$ cat src/rtl/i2c_tgt_pkg.sv
package i2c_tgt_pkg;
  localparam int BYTE_W     = 8;
  localparam int BITCNT_W   = $clog2(BYTE_W + 1);
  localparam int TEN_ADDR_W = 10;
  localparam int HDR_W      = BYTE_W - 3;
  localparam logic [HDR_W-1:0] TEN_HDR = 5'b11110;

  typedef enum logic [1:0] {ST_IDLE, ST_SHIFT, ST_ACK, ST_SKIP} bus_st_e;
  typedef enum logic [1:0] {PH_ADDR1, PH_ADDR2, PH_DATA} phase_e;
endpackage

$ cat src/rtl/i2c_line_sync.sv
module i2c_line_sync #(
  parameter int STAGES = 2,
  parameter int N      = 2
) (
  input  logic         clk,
  input  logic         rst_n,
  input  logic [N-1:0] din,
  output logic [N-1:0] q,
  output logic [N-1:0] q_prev
);
  logic [STAGES:0][N-1:0] pipe;

  for (genvar g = 0; g <= STAGES; g++) begin : g_stage
    if (g == 0) begin : g_first
      always_ff @(posedge clk) begin
        if (!rst_n) pipe[g] <= '1;
        else        pipe[g] <= din;
      end
    end else begin : g_next
      always_ff @(posedge clk) begin
        if (!rst_n) pipe[g] <= '1;
        else        pipe[g] <= pipe[g-1];
      end
    end
  end

  assign q      = pipe[STAGES-1];
  assign q_prev = pipe[STAGES];
endmodule

$ cat src/rtl/i2c_rx_fsm.sv
module i2c_rx_fsm
  import i2c_tgt_pkg::*;
(
  input  logic                  clk,
  input  logic                  rst_n,
  input  logic                  scl,
  input  logic                  scl_prev,
  input  logic                  sda,
  input  logic                  sda_prev,
  input  logic [TEN_ADDR_W-1:0] own_addr,
  input  logic                  addr10_en,
  input  logic                  buf_busy,
  output logic                  sda_oe,
  output logic                  addr_hit,
  output logic                  hit_rw,
  output logic                  data_push,
  output logic                  data_drop,
  output logic                  ninth_fall,
  output logic [BYTE_W-1:0]     rx_byte
);
  bus_st_e              st;
  phase_e               ph, ph_after_q, ph_next;
  logic                 skip_q, skip_next;
  logic [BITCNT_W-1:0]  bitcnt;
  logic [BYTE_W-1:0]    shreg;
  logic scl_rise, scl_fall, start_c, stop_c, byte_end;
  logic ack, match7, hdr_ok, low_ok;

  assign scl_rise = scl & ~scl_prev;
  assign scl_fall = ~scl & scl_prev;
  assign start_c  = scl & scl_prev & sda_prev & ~sda;
  assign stop_c   = scl & scl_prev & ~sda_prev & sda;
  assign byte_end = (st == ST_SHIFT) && scl_fall && (bitcnt == BITCNT_W'(BYTE_W));

  assign match7 = shreg[BYTE_W-1:1] == own_addr[BYTE_W-2:0];
  assign hdr_ok = (shreg[BYTE_W-1:3] == TEN_HDR) &&
                  (shreg[2:1] == own_addr[TEN_ADDR_W-1:BYTE_W]) && !shreg[0];
  assign low_ok = shreg == own_addr[BYTE_W-1:0];

  always_comb begin
    ack       = 1'b0;
    ph_next   = PH_DATA;
    skip_next = 1'b0;
    case (ph)
      PH_ADDR1: begin
        if (addr10_en) begin
          ack       = hdr_ok;
          ph_next   = PH_ADDR2;
          skip_next = !hdr_ok;
        end else begin
          ack       = match7;
          skip_next = !match7 || shreg[0];
        end
      end
      PH_ADDR2: begin
        ack       = low_ok;
        skip_next = !low_ok;
      end
      default: ack = !buf_busy;
    endcase
  end

  assign addr_hit   = byte_end && ack &&
                      (((ph == PH_ADDR1) && !addr10_en) || (ph == PH_ADDR2));
  assign hit_rw     = (ph == PH_ADDR1) ? shreg[0] : 1'b0;
  assign data_push  = byte_end && (ph == PH_DATA) && !buf_busy;
  assign data_drop  = byte_end && (ph == PH_DATA) && buf_busy;
  assign ninth_fall = (st == ST_ACK) && scl_fall && (ph == PH_DATA);
  assign rx_byte    = shreg;

  always_ff @(posedge clk) begin
    if (!rst_n) begin
      st         <= ST_IDLE;
      ph         <= PH_ADDR1;
      ph_after_q <= PH_ADDR1;
      skip_q     <= 1'b0;
      bitcnt     <= '0;
      shreg      <= '0;
      sda_oe     <= 1'b0;
    end else if (start_c) begin
      st     <= ST_SHIFT;
      ph     <= PH_ADDR1;
      bitcnt <= '0;
      sda_oe <= 1'b0;
    end else if (stop_c) begin
      st     <= ST_IDLE;
      sda_oe <= 1'b0;
    end else begin
      case (st)
        ST_SHIFT: begin
          if (scl_rise && (bitcnt < BITCNT_W'(BYTE_W))) begin
            shreg  <= {shreg[BYTE_W-2:0], sda};
            bitcnt <= bitcnt + 1'b1;
          end
          if (byte_end) begin
            sda_oe     <= ack;
            ph_after_q <= ph_next;
            skip_q     <= skip_next;
            st         <= ST_ACK;
          end
        end
        ST_ACK: begin
          if (scl_fall) begin
            sda_oe <= 1'b0;
            bitcnt <= '0;
            ph     <= ph_after_q;
            st     <= skip_q ? ST_SKIP : ST_SHIFT;
          end
        end
        default: ;
      endcase
    end
  end
endmodule

$ cat src/rtl/i2c_rx_store.sv
module i2c_rx_store
  import i2c_tgt_pkg::*;
(
  input  logic              clk,
  input  logic              rst_n,
  input  logic              addr_hit,
  input  logic              hit_rw,
  input  logic              data_push,
  input  logic              data_drop,
  input  logic [BYTE_W-1:0] rx_byte,
  input  logic              rx_ready,
  input  logic              ovf_clr,
  output logic              rx_valid,
  output logic [BYTE_W-1:0] rx_data,
  output logic              ovf,
  output logic              is_data,
  output logic              rw_flag,
  output logic              irq,
  output logic              busy
);
  always_ff @(posedge clk) begin
    if (!rst_n) begin
      rx_valid <= 1'b0;
      rx_data  <= '0;
      ovf      <= 1'b0;
      is_data  <= 1'b0;
      rw_flag  <= 1'b0;
      irq      <= 1'b0;
    end else begin
      irq <= addr_hit | data_push;
      if (addr_hit) begin
        is_data <= 1'b0;
        rw_flag <= hit_rw;
      end
      if (data_push) begin
        rx_data  <= rx_byte;
        rx_valid <= 1'b1;
        is_data  <= 1'b1;
      end else if (rx_valid && rx_ready) begin
        rx_valid <= 1'b0;
      end
      if (data_drop)    ovf <= 1'b1;
      else if (ovf_clr) ovf <= 1'b0;
    end
  end

  assign busy = rx_valid | ovf;
endmodule

$ cat src/rtl/i2c_scl_hold.sv
module i2c_scl_hold (
  input  logic clk,
  input  logic rst_n,
  input  logic scl,
  input  logic ninth_fall,
  input  logic full,
  input  logic stretch_en,
  input  logic rel_set,
  input  logic rel_clr,
  output logic scl_rel,
  output logic scl_oe
);
  logic hw_stretch;

  assign hw_stretch = ninth_fall && stretch_en && full;

  always_ff @(posedge clk) begin
    if (!rst_n) begin
      scl_rel <= 1'b1;
      scl_oe  <= 1'b0;
    end else begin
      if (hw_stretch || rel_clr) scl_rel <= 1'b0;
      else if (rel_set)          scl_rel <= 1'b1;
      if (scl_rel)   scl_oe <= 1'b0;
      else if (!scl) scl_oe <= 1'b1;
    end
  end
endmodule

$ cat src/rtl/i2c_tgt_rx.sv
module i2c_tgt_rx
  import i2c_tgt_pkg::*;
#(
  parameter int SYNC_STAGES = 2
) (
  input  logic                  clk,
  input  logic                  rst_n,
  input  logic                  scl_i,
  input  logic                  sda_i,
  output logic                  scl_oe,
  output logic                  sda_oe,
  input  logic [TEN_ADDR_W-1:0] own_addr,
  input  logic                  addr10_en,
  input  logic                  stretch_en,
  input  logic                  rel_set,
  input  logic                  rel_clr,
  input  logic                  ovf_clr,
  output logic                  rx_valid,
  input  logic                  rx_ready,
  output logic [BYTE_W-1:0]     rx_data,
  output logic                  ovf,
  output logic                  is_data,
  output logic                  rw_flag,
  output logic                  scl_rel,
  output logic                  irq
);
  logic [1:0] line_q, line_p;
  logic addr_hit, hit_rw, data_push, data_drop, ninth_fall, busy;
  logic [BYTE_W-1:0] rx_byte;

  i2c_line_sync #(.STAGES(SYNC_STAGES), .N(2)) u_sync (
    .clk(clk), .rst_n(rst_n), .din({scl_i, sda_i}), .q(line_q), .q_prev(line_p)
  );

  i2c_rx_fsm u_fsm (
    .clk(clk), .rst_n(rst_n),
    .scl(line_q[1]), .scl_prev(line_p[1]), .sda(line_q[0]), .sda_prev(line_p[0]),
    .own_addr(own_addr), .addr10_en(addr10_en), .buf_busy(busy),
    .sda_oe(sda_oe), .addr_hit(addr_hit), .hit_rw(hit_rw),
    .data_push(data_push), .data_drop(data_drop), .ninth_fall(ninth_fall),
    .rx_byte(rx_byte)
  );

  i2c_rx_store u_store (
    .clk(clk), .rst_n(rst_n), .addr_hit(addr_hit), .hit_rw(hit_rw),
    .data_push(data_push), .data_drop(data_drop), .rx_byte(rx_byte),
    .rx_ready(rx_ready), .ovf_clr(ovf_clr), .rx_valid(rx_valid),
    .rx_data(rx_data), .ovf(ovf), .is_data(is_data), .rw_flag(rw_flag),
    .irq(irq), .busy(busy)
  );

  i2c_scl_hold u_hold (
    .clk(clk), .rst_n(rst_n), .scl(line_q[1]), .ninth_fall(ninth_fall),
    .full(rx_valid), .stretch_en(stretch_en), .rel_set(rel_set),
    .rel_clr(rel_clr), .scl_rel(scl_rel), .scl_oe(scl_oe)
  );
endmodule

$ cat config.mk
export PLATFORM = sky130hd
export DESIGN_NAME = i2c_tgt_rx
export DESIGN_NICKNAME = d
export VERILOG_FILES = /design/src/rtl/i2c_tgt_pkg.sv /design/src/rtl/i2c_line_sync.sv /design/src/rtl/i2c_rx_fsm.sv /design/src/rtl/i2c_rx_store.sv /design/src/rtl/i2c_scl_hold.sv /design/src/rtl/i2c_tgt_rx.sv
export SDC_FILE = /design/constraint.sdc
export NUM_CORES = 1
export LEC_CHECK = 0
export BUFFER_PORTS_ARGS = -buffer_cell sky130_fd_sc_hd__buf_4
export CAP_MARGIN = 20
export CELL_PAD_IN_SITES_DETAIL_PLACEMENT = 0
export CELL_PAD_IN_SITES_GLOBAL_PLACEMENT = 1
export CORE_AREA = 10 10 85 87
export CTS_CLUSTER_SIZE = 8
export DETAILED_ROUTE_END_ITERATION = 12
export DIE_AREA = 0 0 95 97
export HOLD_SLACK_MARGIN = 0.05
export PLACE_DENSITY = 0.71
export SYNTH_ARGS = -nofsm -noshare
export SYNTH_HDL_FRONTEND = slang
export SYNTH_HIERARCHICAL = 1
export SYNTH_SLANG_ARGS = --single-unit
$ cat constraint.sdc
create_clock -name clk -period 1.7 [get_ports clk]
set_input_delay 0.17 -clock clk [delete_from_list [all_inputs] [get_ports clk]]
set_output_delay 0.17 -clock clk [all_outputs]
set_load 0.03 [all_outputs]
==> metrics.txt <==
# TYPE chip_impl_metric gauge
chip_impl_metric{name="io_pins",unit=""} 36
chip_impl_info{name="rsz_0062_raised_after_global_routing",value="no"} 1
chip_impl_info{name="timing.critical_path.cells",value="inv_1, ha_1, nor2_1, a31oi_1, o211a_1"} 1
chip_impl_metric{name="route.final.wire_length",unit="um"} 5000
chip_impl_metric{name="average_routed_wire_per_standard_cell",unit="um"} 14.4
chip_impl_metric{name="synthDominantCellAreaShare",unit="%"} 39.9
chip_impl_metric{name="period_minus_slack",unit="ns"} 1.61
chip_impl_info{name="critical_path.slowest_cell",value="sky130_fd_sc_hd__dfxtp_1"} 1
chip_impl_info{name="status",value="complete, no violations"} 1
chip_impl_metric{name="track_usage",unit="%"} 11.0
chip_impl_metric{name="irDropWorstVdd",unit="mV"} 0.392
chip_impl_metric{name="io_buffers",unit=""} 35
chip_impl_metric{name="fin_nets",unit=""} 299
chip_impl_info{name="synth.area.top_cells",value="sky130_fd_sc_hd__dfxtp_1 40%, sky130_fd_sc_hd__mux2i_1 9.2%, sky130_fd_sc_hd__nor2b_1 7.3%"} 1
chip_impl_metric{name="slew_viol_final",unit=""} 0
chip_impl_metric{name="viasPerCell",unit=""} 4.80
chip_impl_metric{name="power.combinational.fraction",unit="%"} 12.1
chip_impl_metric{name="route.detailed.drc",unit=""} 0
chip_impl_metric{name="power_internal",unit="mW"} 1.58
chip_impl_metric{name="antenna_cells",unit=""} 0
chip_impl_metric{name="first_pass_iters",unit=""} 4
chip_impl_metric{name="area_growth_syn_to_layout",unit="%"} 35.4
chip_impl_metric{name="power.share.clock",unit="%"} 39.5
chip_impl_info{name="ctsRootBufferMaster",value="sky130_fd_sc_hd__clkbuf_8"} 1
chip_impl_metric{name="netlist_area_before_placement",unit="sq um"} 2060
chip_impl_metric{name="dpl_cell_area",unit="sq um"} 2570
chip_impl_metric{name="number_of_design_rule_violations_left_by_the_first_detailed_router_iteration",unit=""} 75
chip_impl_metric{name="antenna_found_initial",unit=""} 0
chip_impl_info{name="timing_worst_setup_path_type",value="reg -> reg"} 1
chip_impl_metric{name="die-area",unit="sq um"} 9220
chip_impl_metric{name="p_sw_share",unit="%"} 22.7
chip_impl_metric{name="htree_levels",unit=""} 2
chip_impl_metric{name="finalHoldViolations",unit=""} 0
chip_impl_metric{name="max-cap-violations",unit=""} 0
chip_impl_metric{name="max_slew_margin",unit="%"} 64.8
chip_impl_metric{name="p_switching",unit="uW"} 465
chip_impl_metric{name="fp.dieW",unit="um"} 95
chip_impl_metric{name="final_cell_area",unit="sq um"} 2790
chip_impl_metric{name="p_leak",unit="nW"} 1.13
chip_impl_metric{name="fillers",unit=""} 544
chip_impl_metric{name="final_number_of_setup_violating_endpoints",unit=""} 0
chip_impl_metric{name="post_route_cells_drive_above_1_share",unit="%"} 34.8
chip_impl_metric{name="yosysUniqueCellTypes",unit=""} 46
chip_impl_metric{name="clk_pin_slew",unit="ns"} 0.08
chip_impl_metric{name="async_flop_share",unit="%"} 0
chip_impl_metric{name="synthesis.instances",unit=""} 216
chip_impl_metric{name="max_clock_freq",unit="MHz"} 623
chip_impl_metric{name="postRouteAntennaNets",unit=""} 0
chip_impl_metric{name="holdPathStages",unit=""} 2
chip_impl_metric{name="design.core.area",unit="sq um"} 5470
chip_impl_metric{name="postSynthRegisterBits",unit=""} 41
chip_impl_metric{name="timing_worst_slew_pin_value",unit="ns"} 0.522
chip_impl_metric{name="powerDensity",unit="nW/um^2"} 733
chip_impl_metric{name="critical_path_peak_fanout",unit=""} 5
chip_impl_metric{name="num_rows",unit=""} 27
chip_impl_metric{name="synth_enable_flop_cells",unit=""} 0
chip_impl_info{name="synth_area_leader_cell",value="sky130_fd_sc_hd__dfxtp_1"} 1
chip_impl_metric{name="clock-skew-final",unit="ns"} 0.00254
chip_impl_metric{name="synth_area_per_cell",unit="sq um"} 9.53
chip_impl_metric{name="critical-path-max-stage-delay",unit="ns"} 0.39
chip_impl_metric{name="globalRoute.totalOverflow",unit=""} 0
chip_impl_metric{name="ys_warn_count",unit=""} 6
chip_impl_metric{name="synth.net_count",unit=""} 240
chip_impl_metric{name="placed_cells",unit=""} 339
chip_impl_metric{name="reg2reg_depth",unit=""} 5
chip_impl_info{name="worstSetupEndpointType",value="register"} 1
chip_impl_metric{name="grt_max_degree",unit=""} 33
chip_impl_metric{name="worst_endpoint_data_arrival_time",unit="ns"} 1.79
chip_impl_metric{name="gp_routability_congestion",unit=""} 0.844
chip_impl_metric{name="ys_seq_area_share",unit="%"} 39.9
chip_impl_metric{name="min_period_over_period",unit="%"} 94.4
chip_impl_metric{name="cts_inserted_buffers",unit=""} 5
chip_impl_metric{name="cts_num_sinks",unit=""} 41
chip_impl_metric{name="critPathRequiredTime",unit="ns"} 1.89
chip_impl_metric{name="initial_core_util",unit="%"} 37.6
chip_impl_metric{name="utilization",unit="%"} 51.0
chip_impl_metric{name="number_of_global_route_vias_before_repair",unit=""} 1650
chip_impl_info{name="synthFlopType",value="sky130_fd_sc_hd__dfxtp_1"} 1
chip_impl_metric{name="grt_first_pass_wirelength",unit="um"} 8190
chip_impl_metric{name="num_vias",unit=""} 1671
chip_impl_info{name="cts_tree",value="yes"} 1
chip_impl_metric{name="clock_latency_at_the_later_pin_of_the_worst_skew_pair",unit="ns"} 0.29
chip_impl_metric{name="fp.dieH",unit="um"} 97
chip_impl_metric{name="seqPwrFrac",unit="%"} 48.4
chip_impl_info{name="hold_path_class",value="in -> reg"} 1
chip_impl_metric{name="layout.cells.non_filler",unit=""} 348
chip_impl_metric{name="cts_setup_buffers",unit=""} 0
chip_impl_metric{name="cts_buffer_depth",unit=""} 2
chip_impl_metric{name="dp_hpwl",unit="um"} 3800
chip_impl_info{name="critPathLaunchType",value="register"} 1
[path summary, 6_finish.rpt]
check / from / end / slack (ns)
max: u_fsm/st[0] / u_fsm/st[0] / 0.09
min: rst_n / u_fsm/st[0] / 0.14
max reg2reg: u_fsm/st[0] / u_fsm/st[0] / 0.09
min reg2reg: u_sync/pipe[0] / u_sync/q[0] / 0.41
[routing by layer]
metal / vias up / share of wire, % / global-route usage [%]
met3: 9 / 5.8 / 3.24
met5: - / 0 / 0
li1: 861 / - / -
met1: 753 / 49 / 15.0
met4: 0 / 2.0 / 4.92
met2: 48 / 43 / 15.4
[cell families (layout without fill, tap and decap cells)]
logic type	after synthesis	count (layout)	synth area share, %
AOI/OAI and AO/OA	35	35	11.7
adders and majority gates	4	4	2.43
and+or+nand+nor	81	81	23.8
xor gates and xnor gates	18	18	8.02
DFF	41	41	39.9
muxes	19	19	9.23
buffers and inverters	18	78	4.92
[state kept, by name, indices dropped and copies added (netlist names)]
name / cells
u_fsm/rx_byte: 8
u_store/rx_data: 8
u_fsm/bitcnt: 4
u_fsm/ph: 2
u_fsm/ph_after_q: 2
u_fsm/st: 2
u_sync/pipe: 2
u_sync/q: 2
u_sync/q_prev: 2
u_fsm/sda_oe: 1
u_fsm/skip_q: 1
u_hold/scl_oe: 1
u_hold/scl_rel: 1
u_store/irq: 1
u_store/is_data: 1
u_store/ovf: 1
u_store/rw_flag: 1
u_store/rx_valid: 1
[cells in the mapped netlist, types with 2 or more instances]
cell,count
sky130_fd_sc_hd__mux2i_1,19
sky130_fd_sc_hd__nand4_2,2
sky130_fd_sc_hd__dfxtp_1,41
sky130_fd_sc_hd__a21boi_1,2
sky130_fd_sc_hd__nor2b_1,24
sky130_fd_sc_hd__a21oi_1,7
sky130_fd_sc_hd__a31oi_1,2
sky130_fd_sc_hd__o21ai_0,5
sky130_fd_sc_hd__buf_2,3
sky130_fd_sc_hd__nor2_1,10
sky130_fd_sc_hd__ha_1,4
sky130_fd_sc_hd__xor2_1,5
sky130_fd_sc_hd__nand3_1,6
sky130_fd_sc_hd__nor3_1,4
sky130_fd_sc_hd__o21ai_1,4
sky130_fd_sc_hd__o21a_1,4
sky130_fd_sc_hd__nand4_1,4
sky130_fd_sc_hd__inv_1,7
sky130_fd_sc_hd__xnor2_1,12
sky130_fd_sc_hd__clkbuf_1,2
sky130_fd_sc_hd__buf_4,4
sky130_fd_sc_hd__buf_6,2
sky130_fd_sc_hd__nand2_1,11
sky130_fd_sc_hd__nand2b_1,9
sky130_fd_sc_hd__o211a_1,2
[timing repair]
| action | CTS | global route |
|---|---|---|
| endpoints found under the hold margin | 3 | 0 |
| hold buffers | 3 | 0 |
| resized for setup | 0 | 24 |
| setup endpoints to repair | 2 | 6 |
| cloned | 0 | 0 |
| pin swaps | 2 | 6 |
[worst max-delay path: cells and delay by family (launching register included)]
kind	cells	cell delay (ns)
AND/OR/NAND/NOR	1	0.33
adder cells (fa/ha/maj)	1	0.31
flip-flops	1	0.39
AO/OA/AOI/OAI	2	0.38
buffers and inverters	1	0.09
[power groups by stage]
stage                     logic (mW)  clock network, mW  registers, mW
after floorplan                0.131                  0           1.01
after global placement         0.226                  0           1.01
after detailed placement       0.227                  0           1.01
after CTS                      0.233              0.839          0.990
after global routing           0.276              0.869          0.994
final                          0.247              0.807          0.991
[through the flow]
step / TNS (ns) / hold WS, ns / setup slack (ns) / total power [mW]
detailed placement: -0.0406 / 0.357 / -0.0322 / 1.24
floorplan: 0 / 0.235 / 0.0398 / 1.14
global route: 0 / 0.141 / 0.00332 / 2.14
global placement: 0 / 0.357 / 0.0301 / 1.24
CTS: 0 / 0.133 / 0.0190 / 2.06
finish: 0 / 0.142 / 0.0948 / 2.05
[layout make-up]
cell class | instances | area [sq um] | area share (%)
clock inverters | 1 | 30.0 | 1.08
well taps | 72 | 90.1 | 3.23
repair buffers | 63 | 500 | 17.9
inverters | 7 | 26.3 | 0.942
clock buffers | 7 | 86.3 | 3.10
flip-flops and latches | 41 | 833 | 29.9
multi-input cells | 157 | 1220 | 43.8
[cell usage in the layout (no fill, tap or decap), types with 2 or more instances in the layout]
| master | n |
|---|---|
| sky130_fd_sc_hd__nor2b_1 | 23 |
| sky130_fd_sc_hd__mux2i_1 | 19 |
| sky130_fd_sc_hd__nor3_1 | 2 |
| sky130_fd_sc_hd__o21a_1 | 4 |
| sky130_fd_sc_hd__dlygate4sd3_1 | 3 |
| sky130_fd_sc_hd__xnor2_2 | 6 |
| sky130_fd_sc_hd__o21ai_1 | 5 |
| sky130_fd_sc_hd__inv_1 | 7 |
| sky130_fd_sc_hd__dfxtp_2 | 7 |
| sky130_fd_sc_hd__nand3_1 | 5 |
| sky130_fd_sc_hd__nand4_2 | 2 |
| sky130_fd_sc_hd__clkbuf_8 | 6 |
| sky130_fd_sc_hd__o21ai_0 | 4 |
| sky130_fd_sc_hd__a21boi_1 | 2 |
| sky130_fd_sc_hd__dfxtp_1 | 33 |
| sky130_fd_sc_hd__xor2_1 | 5 |
| sky130_fd_sc_hd__nor2_1 | 10 |
| sky130_fd_sc_hd__buf_4 | 57 |
| sky130_fd_sc_hd__nand4_1 | 4 |
| sky130_fd_sc_hd__nand2b_1 | 9 |
| sky130_fd_sc_hd__o211a_1 | 2 |
| sky130_fd_sc_hd__buf_6 | 2 |
| sky130_fd_sc_hd__a21oi_1 | 7 |
| sky130_fd_sc_hd__xnor2_1 | 7 |
| sky130_fd_sc_hd__a31oi_1 | 2 |
| sky130_fd_sc_hd__nand2_1 | 11 |
| sky130_fd_sc_hd__ha_1 | 2 |
(Power assumes the default switching activity.)
